--- src/rtl/mcseq_pkg.sv ---
package mcseq_pkg;
  typedef enum logic [2:0] {
    ST_T1 = 3'd0,
    ST_T2 = 3'd1,
    ST_TW = 3'd2,
    ST_T3 = 3'd3,
    ST_T4 = 3'd4,
    ST_T5 = 3'd5
  } tState;

  typedef struct packed {
    logic captureCnt;
  } tStrobe;
endpackage

--- src/rtl/mcseq_count.sv ---
module mcseq_count #(
  parameter int CNT_W = 3,
  parameter int MIN_STATES = 3,
  parameter int MAX_STATES = 5
) (
  input  logic             clk,
  input  logic             rst,
  input  mcseq_pkg::tStrobe strobe,
  input  logic [CNT_W-1:0] reqCount,
  output logic             stopAtT3,
  output logic             stopAtT4
);
  localparam logic [CNT_W-1:0] LoLim = CNT_W'(MIN_STATES);
  localparam logic [CNT_W-1:0] HiLim = CNT_W'(MAX_STATES);
  localparam logic [CNT_W-1:0] MidLim = CNT_W'(MIN_STATES + 1);

  logic [CNT_W-1:0] clampCnt;
  logic [CNT_W-1:0] heldCnt;

  always_comb begin
    if (reqCount < LoLim)      clampCnt = LoLim;
    else if (reqCount > HiLim) clampCnt = HiLim;
    else                       clampCnt = reqCount;
  end

  always_ff @(posedge clk) begin
    if (rst)                    heldCnt <= LoLim;
    else if (strobe.captureCnt) heldCnt <= clampCnt;
  end

  assign stopAtT3 = (heldCnt == LoLim);
  assign stopAtT4 = (heldCnt == MidLim);

  // the latched length only moves on a capture strobe
  p_hold_len_r8: assert property (@(posedge clk) disable iff (rst)
    !strobe.captureCnt |=> $stable(heldCnt));
  // the latched length stays inside the legal range
  p_len_range_r9: assert property (@(posedge clk) disable iff (rst)
    strobe.captureCnt |=> (heldCnt >= LoLim && heldCnt <= HiLim));
endmodule

--- src/rtl/mcseq_ctrl.sv ---
module mcseq_ctrl (
  input  logic              clk,
  input  logic              rst,
  input  logic              ready,
  input  logic              stopAtT3,
  input  logic              stopAtT4,
  output mcseq_pkg::tStrobe strobe,
  output mcseq_pkg::tState  curState,
  output logic              syncOut,
  output logic              waitAck,
  output logic              addrEn,
  output logic              cycleEnd
);
  import mcseq_pkg::*;

  tState nextState;

  always_comb begin
    nextState = curState;
    unique case (curState)
      ST_T1: nextState = ST_T2;
      ST_T2: nextState = ready ? ST_T3 : ST_TW;
      ST_TW: nextState = ready ? ST_T3 : ST_TW;
      ST_T3: nextState = stopAtT3 ? ST_T1 : ST_T4;
      ST_T4: nextState = stopAtT4 ? ST_T1 : ST_T5;
      ST_T5: nextState = ST_T1;
      default: nextState = ST_T1;
    endcase
  end

  always_ff @(posedge clk) begin
    if (rst) curState <= ST_T1;
    else     curState <= nextState;
  end

  assign strobe.captureCnt = (curState == ST_T1);
  assign syncOut  = (curState == ST_T1);
  assign waitAck  = (curState == ST_TW);
  assign addrEn   = (curState == ST_T1) || (curState == ST_T2) ||
                    (curState == ST_TW) || (curState == ST_T3);
  assign cycleEnd = ((curState == ST_T3) && stopAtT3) ||
                    ((curState == ST_T4) && stopAtT4) ||
                    (curState == ST_T5);

  // T1 lasts a single clock and leads to T2
  p_t1_to_t2_r2: assert property (@(posedge clk) disable iff (rst)
    syncOut |=> (curState == ST_T2));
  // ready seen in T2 or TW leads to T3
  p_ready_exit_r3: assert property (@(posedge clk) disable iff (rst)
    ((curState == ST_T2 || curState == ST_TW) && ready) |=> (curState == ST_T3));
  // not ready in T2 or TW holds the sequencer in TW with the acknowledge high
  p_wait_hold_r4: assert property (@(posedge clk) disable iff (rst)
    ((curState == ST_T2 || curState == ST_TW) && !ready) |=> waitAck);
  // the end marker is always followed by a fresh T1
  p_end_restart_r7: assert property (@(posedge clk) disable iff (rst)
    cycleEnd |=> syncOut);
  // T4 is only ever entered from T3
  p_t4_entry_r6: assert property (@(posedge clk) disable iff (rst)
    (curState == ST_T4) |-> ($past(curState) == ST_T3));
  // state register holds a legal code
  p_legal_state_r1: assert property (@(posedge clk) disable iff (rst)
    curState inside {ST_T1, ST_T2, ST_TW, ST_T3, ST_T4, ST_T5});
endmodule

--- src/rtl/mcseq_top.sv ---
module mcseq_top #(
  parameter int CNT_W = 3
) (
  input  logic             clk,
  input  logic             rst,
  input  logic             ready,
  input  logic [CNT_W-1:0] stateCount,
  output logic [2:0]       stateCode,
  output logic             syncOut,
  output logic             waitAck,
  output logic             addrEn,
  output logic             cycleEnd
);
  import mcseq_pkg::*;

  tStrobe strobe;
  tState  curState;
  logic   stopAtT3;
  logic   stopAtT4;

  mcseq_count #(.CNT_W(CNT_W)) u_count (
    .clk      (clk),
    .rst      (rst),
    .strobe   (strobe),
    .reqCount (stateCount),
    .stopAtT3 (stopAtT3),
    .stopAtT4 (stopAtT4)
  );

  mcseq_ctrl u_ctrl (
    .clk      (clk),
    .rst      (rst),
    .ready    (ready),
    .stopAtT3 (stopAtT3),
    .stopAtT4 (stopAtT4),
    .strobe   (strobe),
    .curState (curState),
    .syncOut  (syncOut),
    .waitAck  (waitAck),
    .addrEn   (addrEn),
    .cycleEnd (cycleEnd)
  );

  assign stateCode = curState;
endmodule

--- config.mk ---
export PLATFORM = sky130hd
export DESIGN_NAME = mcseq_top
export DESIGN_NICKNAME = d
export VERILOG_FILES = /design/src/rtl/mcseq_pkg.sv /design/src/rtl/mcseq_count.sv /design/src/rtl/mcseq_ctrl.sv /design/src/rtl/mcseq_top.sv
export SDC_FILE = /design/constraint.sdc
export NUM_CORES = 1
export LEC_CHECK = 0
export ABC_AREA = 1
export BUFFER_PORTS_ARGS = -buffer_cell sky130_fd_sc_hd__buf_2
export CAP_MARGIN = 20
export CORE_AREA = 2 2 39 41
export DETAILED_ROUTE_END_ITERATION = 16
export DIE_AREA = 0 0 41 43
export HOLD_SLACK_MARGIN = 0.06
export PLACE_DENSITY = 0.42
export REMOVE_ABC_BUFFERS = 1
export SKIP_LAST_GASP = 1
export SLEW_MARGIN = 10
export SYNTH_ARGS = -nofsm -noshare
export SYNTH_HDL_FRONTEND = slang
export SYNTH_HIERARCHICAL = 1
export SYNTH_SLANG_ARGS = --single-unit
--- constraint.sdc ---
create_clock -name clk -period 0.89 [get_ports clk]
set_input_delay 0.0445 -clock clk [delete_from_list [all_inputs] [get_ports clk]]
set_output_delay 0.0445 -clock clk [all_outputs]
set_load 0.03 [all_outputs]
==> flow_summary.yaml, run 1 <==
route:
  drc: 0
  initialDrtViolationCount: 5
  wirelength_um: 902
  via_count: 414
  ant_nets: 0
  wl_per_cell_um: 9.204
  drt_pass1_iterations: 4
  vias_per_cell: 4.224
synthesis:
  yosys.area.top_type: "dfxtp_1"
  yosysMostFrequentCell: "nand2_1"
  ys_types: 15
  ys_seq_area_frac: 0.3951
  ys_seq_elements: 6
  yosysTopAreaCellShare: 0.3951
  ys_warn_count: 6
  synth_edf_count: 0
  synthCells: 45
  syn_area_sq_um: 304.0
  synth_commonest_cells: "10 x nand2_1, 9 x inv_1, 6 x dfxtp_1"
  synth.area.top_cells: "dfxtp_1 40%, nand2_1 12%, inv_1 11%"
  async_reset_ff_frac: 0
  synthFlopType: "dfxtp_1"
  synth.avg_cell_area_sq_um: 6.756
critical_path:
  crit_family: "flip-flops"
  slowest_stage: "dfxtp_2"
  critPathCaptureType: "output pin"
  cp_max_fo: 2
  r2r_start: "u_ctrl/curState[1]"
  max_stage_delay_ns: 0.35
  r2r_slack_ns: -0.16
  cp_num_buf_inv: 2
  r2r_end: "u_ctrl/curState[0]"
  crit_chain: "buf_6 -> nand2_2 -> nor2_2 -> nand2_1 -> o21ai_1 -> buf_4"
  start_kind: "flop"
  arrival_ns: 1.12
  rr_worst_depth: 6
  path_class: "flop to output pin"
  crit_required_ns: 0.85
timing:
  hold_ws_ns: 0.08385
  max_freq_ghz: 0.8566
  setup_slack_ns: -0.2774
  finalSetupViolations: 13
  min_period_over_period: 1.312
  rsz0062_at_grt: "yes"
  min_period_ns: 1.167
  relSlewSlack: 0.9001
  tightest_slew_ns: 0.1496
  hold_viol: 0
  finClkSkew_ns: 0.0001742
  maxSlewViolCount: 0
final_layout:
  nFillCells: 138
  nNetsFinal: 90
  diodes: 0
  multi_input_area_sq_um: 201.4
  utilization: 0.5199
  final_area_sq_um: 719.4
  drive_gt1_frac: 0.7561
  regArea_sq_um: 130.1
  area_growth_pct: 136.6
clock_tree:
  path_clk_slew_ns: 0.04
  cts.sinks: 6
  cts_tree: "yes"
  worst_skew_pair.late_latency_ns: 0.24
  cts_buffer_depth: 2
  cts_max_level: 1
  clockRootBuffer: "clkbuf_4"
  numCtsBuffers: 3
placed_design:
  io_buffers: 12
  place_area_sq_um: 466.7
  gp_congestion: 0.6806
  hpwl_um: 592.9
  place_ws_ns: -0.1802
floorplanning:
  chipWidth_um: 41
  die_area_sq_um: 1763
  die_h_um: 43
  start_util: 0.2197
  core-area_sq_um: 1384
  io_pins: 13
  fp-row-count: 14
power_and_ir_drop:
  p_leak_nw: 0.3618
  total_power_mw: 1.272
  peakVddDrop_mv: 0.7836
  power_per_cell_area_nw_per_um2: 1769
global_route:
  antenna_found_initial: 0
  grt_first_pass_wirelength_um: 1476
  grt_max_degree: 7
  grtUsageTotal: 0.1276
  gr-total-overflow: 0
  grt_pass1_vias: 366
min_path:
  whs_endpoint: "u_count/heldCnt[2]"
  min_from: "stateCount[2]"
  hp-class: "input pin to flop"
  hold_depth: 3
run_status:
  outcome: "complete, but fails checks"
  violations: "negative setup slack"
job:
  drv_cap: 0
==> registers in the layout, indices dropped and copies added, names as in the netlist <==
register,cells
u_count/heldCnt,3
u_ctrl/curState,3
==> worst max path at each step <==
stage / from / endpoint / slack, ns / depth (start not counted)
after detailed placement: u_count/heldCnt[2] / cycleEnd / -0.18 / 4
after global placement: u_count/heldCnt[2] / cycleEnd / -0.15 / 4
after global routing: u_count/heldCnt[1] / cycleEnd / -0.34 / 6
after floorplan: u_ctrl/curState[1] / u_count/heldCnt[0] / -0.66 / 6
final: u_count/heldCnt[0] / cycleEnd / -0.28 / 6
after CTS: u_count/heldCnt[1] / cycleEnd / -0.29 / 4
==> cell type report <==
class | count | share of cell area
Multi-Input combinational cell | 29 | 0.2800
Tap cell | 16 | 0.02783
Timing Repair Buffer | 35 | 0.4296
Inverter | 9 | 0.05043
Clock buffer | 3 | 0.03130
Sequential cell | 6 | 0.1809
==> layout by cell type, fill, tap and decap left out <==
cell | Yosys | routed
buf_6 | 0 | 15
buf_4 | 1 | 14
nand2_1 | 10 | 6
buf_2 | 0 | 5
inv_1 | 9 | 5
dfxtp_2 | 0 | 5
nand2_2 | 1 | 4
o21ai_1 | 1 | 4
clkbuf_4 | 0 | 3
inv_2 | 0 | 3
nor2_2 | 1 | 2
a21oi_1 | 2 | 2
a21oi_2 | 2 | 2
nor3_2 | 0 | 2
nor2_4 | 0 | 2
dlygate4sd3_1 | 0 | 1
nor3b_4 | 0 | 1
nand3_1 | 2 | 1
inv_4 | 0 | 1
nand2_4 | 0 | 1
nand4_1 | 1 | 1
nand3_2 | 0 | 1
dfxtp_4 | 0 | 1
==> worst register-to-register path: stages, from the launching register on <==
cell and delay, ns:
dfxtp_2 0.32, buf_6 0.12, buf_6 0.11, buf_4 0.13, nor2_4 0.11, o21ai_1 0.08
a21oi_1 0.12
==> per-layer routing <==
metal | vias up | routed length (um) | global-route usage
met1 | 182 | 342 | 0.1387
met4 | 0 | 6 | 0.08000
met3 | 2 | 47 | 0.04712
li1 | 217 | - | -
met2 | 13 | 506 | 0.1969
met5 | - | 0 | 0
==> where the power goes <==
part / switching [mW] / total [mW] / leakage, nW / internal, mW
registers: 0.0330 / 0.344 / 0.0505 / 0.311
logic: 0.310 / 0.692 / 0.297 / 0.382
clock network: 0.0841 / 0.236 / 0.0138 / 0.152
==> per-stage QoR <==
| step | instances | setup TNS [ns] |
|---|---|---|
| after floorplan | 44 | -3.858 |
| after global placement | 84 | -0.5797 |
| after detailed placement | 84 | -0.6193 |
| after CTS | 95 | -1.671 |
| after global routing | 98 | -2.496 |
| final | 98 | -1.619 |
==> cell families (layout without fill, tap and decap cells) <==
kind of cell / Yosys count / in the layout / synth area share
simple gates: 21 / 21 / 0.3128
buf+inv: 10 / 47 / 0.1358
compound gates: 8 / 8 / 0.1564
flops: 6 / 6 / 0.3951
==> what timing repair did <==
action	in CTS	in global routing
gates resized for setup	45	7
hold endpoints to repair	1	0
pin swaps	12	2
hold buffers	1	0
gates cloned	0	0
buffers inserted	9	3
setup endpoints to repair	13	13
(Power assumes the default switching activity.)
==> run 2: changes to the inputs <==
--- a/config.mk
+++ b/config.mk
@@ -12,11 +12,9 @@
 export DETAILED_ROUTE_END_ITERATION = 16
 export DIE_AREA = 0 0 41 43
 export HOLD_SLACK_MARGIN = 0.06
-export PLACE_DENSITY = 0.42
 export REMOVE_ABC_BUFFERS = 1
 export SKIP_LAST_GASP = 1
 export SLEW_MARGIN = 10
 export SYNTH_ARGS = -nofsm -noshare
 export SYNTH_HDL_FRONTEND = slang
-export SYNTH_HIERARCHICAL = 1
 export SYNTH_SLANG_ARGS = --single-unit
==> run 2 against run 1 <==
  * The run still ends with negative setup slack left
  * Fmax grew 1.6%
  * Worst hold slack lost 0.011 ns
  * Via count shrank 12%
  * Die area is the same
  * Routed wire length shrank 6.5%
  * Sequential cell count is the same
  * Non-clock buffer count shrank 7
  * Highest routed layer unchanged
==> flow_summary.yaml, run 2 <==
synthesis:
  ys_types: 20
  synth_commonest_cells: "6 x dfxtp_1, 6 x nand2_1, 4 x inv_1"
  synth.avg_cell_area_sq_um: 7.796
  yosys.area.top_type: "dfxtp_1"
  synth_edf_count: 0
  yosysTopAreaCellShare: 0.3951
  synthFlopType: "dfxtp_1"
  ys_seq_elements: 6
  ys_seq_area_frac: 0.3951
  async_reset_ff_frac: 0
  ys_warn_count: 0
  synthCells: 39
  synth.area.top_cells: "dfxtp_1 40%, nand2_1 7.4%, a21oi_1 4.9%"
  syn_area_sq_um: 304.0
run_status:
  violations: "negative setup slack"
  outcome: "complete, but fails checks"
critical_path:
  rr_worst_depth: 6
  crit_chain: "nand2_4 -> nor2_4 -> inv_1 -> o22ai_1 -> buf_4"
  crit_required_ns: 0.85
  start_kind: "flop"
  r2r_end: "u_ctrl.curState[0]"
  critPathCaptureType: "output pin"
  crit_path_end: "cycleEnd"
  slowest_stage: "dfxtp_4"
  arrival_ns: 1.10
  path_class: "flop to output pin"
  cp_max_fo: 2
  crit_family: "flip-flops"
  r2r_start: "u_ctrl.curState[0]"
  cp_num_buf_inv: 2
  crit_path_start: "u_ctrl.curState[1]"
  cp.depth: 5
  r2r_slack_ns: -0.21
  max_stage_delay_ns: 0.36
clock_tree:
  path_clk_slew_ns: 0.04
  cts_max_level: 1
  cts_buffer_depth: 2
  numCtsBuffers: 3
  cts.sinks: 6
  clockRootBuffer: "clkbuf_4"
  worst_skew_pair.late_latency_ns: 0.24
  cts_tree: "yes"
timing:
  finClkSkew_ns: 0.0008963
  maxSlewViolCount: 0
  hold_viol: 0
  setup_slack_ns: -0.2594
  max_freq_ghz: 0.8700
  finalSetupViolations: 12
  rsz0062_at_grt: "yes"
  tightest_slew_ns: 0.1805
  min_period_over_period: 1.291
  relSlewSlack: 0.8794
  min_period_ns: 1.149
route:
  ant_nets: 0
  wl_per_cell_um: 9.802
  initialDrtViolationCount: 3
  drt_pass1_iterations: 4
  via_count: 366
  vias_per_cell: 4.256
  drc: 0
  wirelength_um: 843
power_and_ir_drop:
  p_int_mw: 0.7338
  p_switching_mw: 0.3946
  peakVddDrop_mv: 1.027
  p_leak_nw: 0.2969
  pwr-share-seq: 0.308
  netSwitchingFraction: 0.3497
  power_frac_comb: 0.474
  power_frac_clock: 0.218
  power_per_cell_area_nw_per_um2: 1833
min_path:
  hold_depth: 3
  hp-class: "input pin to flop"
floorplanning:
  fp-row-count: 14
  chipWidth_um: 41
  die_h_um: 43
  core-area_sq_um: 1384
  start_util: 0.2197
  die_area_sq_um: 1763
  io_pins: 13
global_route:
  antenna_found_initial: 0
  grtUsageTotal: 0.1187
  grt_first_pass_wirelength_um: 1366
  gr-total-overflow: 0
  grt_max_degree: 7
  grt_pass1_vias: 362
final_layout:
  multi_input_area_sq_um: 183.9
  reg.largest.list: "u_count.heldCnt: 3 flops, u_ctrl.curState: 3 flops"
  nFillCells: 145
  diodes: 0
  layout_common_cells: "14 x buf_4, 8 x buf_6, 5 x nand2_1, 5 x buf_2"
  drive_gt1_frac: 0.6571
  regArea_sq_um: 131.4
  nNetsFinal: 78
  area_growth_pct: 102.5
  final_area_sq_um: 615.6
  final_common_cell: "buf_4"
placed_design:
  hpwl_um: 563.6
  gp_congestion: 0.7372
  place_area_sq_um: 436.7
  place_ws_ns: -0.1295
  io_buffers: 12
job:
  drv_cap: 0
run 2: cell count changes after synthesis, sizes merged:
cell	before	now
inv	9	6
o21ai	4	1
nand2	11	9
buf	1	0
nand3b	0	1
nor3	2	1
o211ai	0	1
o21bai	0	1
o22ai	0	1
run 2: worst min-delay path, stage by stage:
cell	delay [ns]
buf_2	0.09
nand4_1	0.07
a21oi_1	0.06
run 2: kinds of logic (layout without fill, tap and decap cells):
kind of cell | after synthesis | count (layout) | share of synthesized area
compound gates | 8 | 8 | 0.1770
buf+inv | 6 | 37 | 0.07407
flops | 6 | 6 | 0.3951
simple gates | 19 | 19 | 0.3539
run 2: layout make-up:
type,instances,share of cell area
sequential,6,0.2134
timing repair buffer,28,0.3740
inverter,6,0.04472
clock buffer,3,0.03659
multi-input combinational,27,0.2988
tap,16,0.03252
run 2: per-layer routing:
| metal | global-route usage | wire, um |
|---|---|---|
| met3 | 0.03141 | 37 |
| met2 | 0.1844 | 411 |
| met5 | 0 | 0 |
| met4 | 0.1000 | 10 |
| met1 | 0.1230 | 385 |
run 2: through the flow:
stage          std cells  utilization  hold slack (ns)  power [mW]  setup TNS [ns]
2_1_floorplan         39            -           0.1069      0.5750          -2.728
3_3_place_gp          74       0.3156           0.2755      0.7020         -0.5245
3_5_place_dp          74       0.3156           0.2776      0.7042         -0.6164
4_1_cts               84       0.4105          0.06520       1.100          -2.005
5_1_grt               86       0.4448          0.08305       1.201          -2.454
6_report              86       0.4448          0.07268       1.128          -1.827
run 2: what timing repair did:
| action | in CTS | in global routing |
|---|---|---|
| setup buffers | 6 | 4 |
| hold buffers | 1 | 0 |
| hold endpoints to repair | 4 | 0 |
| resized for setup | 20 | 9 |
| pin swaps | 5 | 6 |
| setup endpoints to repair | 12 | 12 |
run 2: power groups by stage:
| stage | combinational [mW] | clock, mW | sequential [mW] |
|---|---|---|---|
| global placement | 0.361 | 0 | 0.341 |
| detailed placement | 0.360 | 0 | 0.344 |
| finish | 0.535 | 0.246 | 0.347 |
| CTS | 0.497 | 0.260 | 0.342 |
| floorplan | 0.195 | 0 | 0.380 |
| global route | 0.579 | 0.271 | 0.351 |
run 2: worst min-delay path by stage:
stage                  start            endpoint  slack [ns]
2_1_floorplan            rst  u_count.heldCnt[2]        0.11
3_3_place_gp             rst  u_count.heldCnt[2]        0.28
3_5_place_dp             rst  u_count.heldCnt[2]        0.28
4_1_cts                ready  u_ctrl.curState[0]        0.07
5_1_grt        stateCount[2]  u_count.heldCnt[2]        0.08
6_report               ready  u_ctrl.curState[0]        0.07
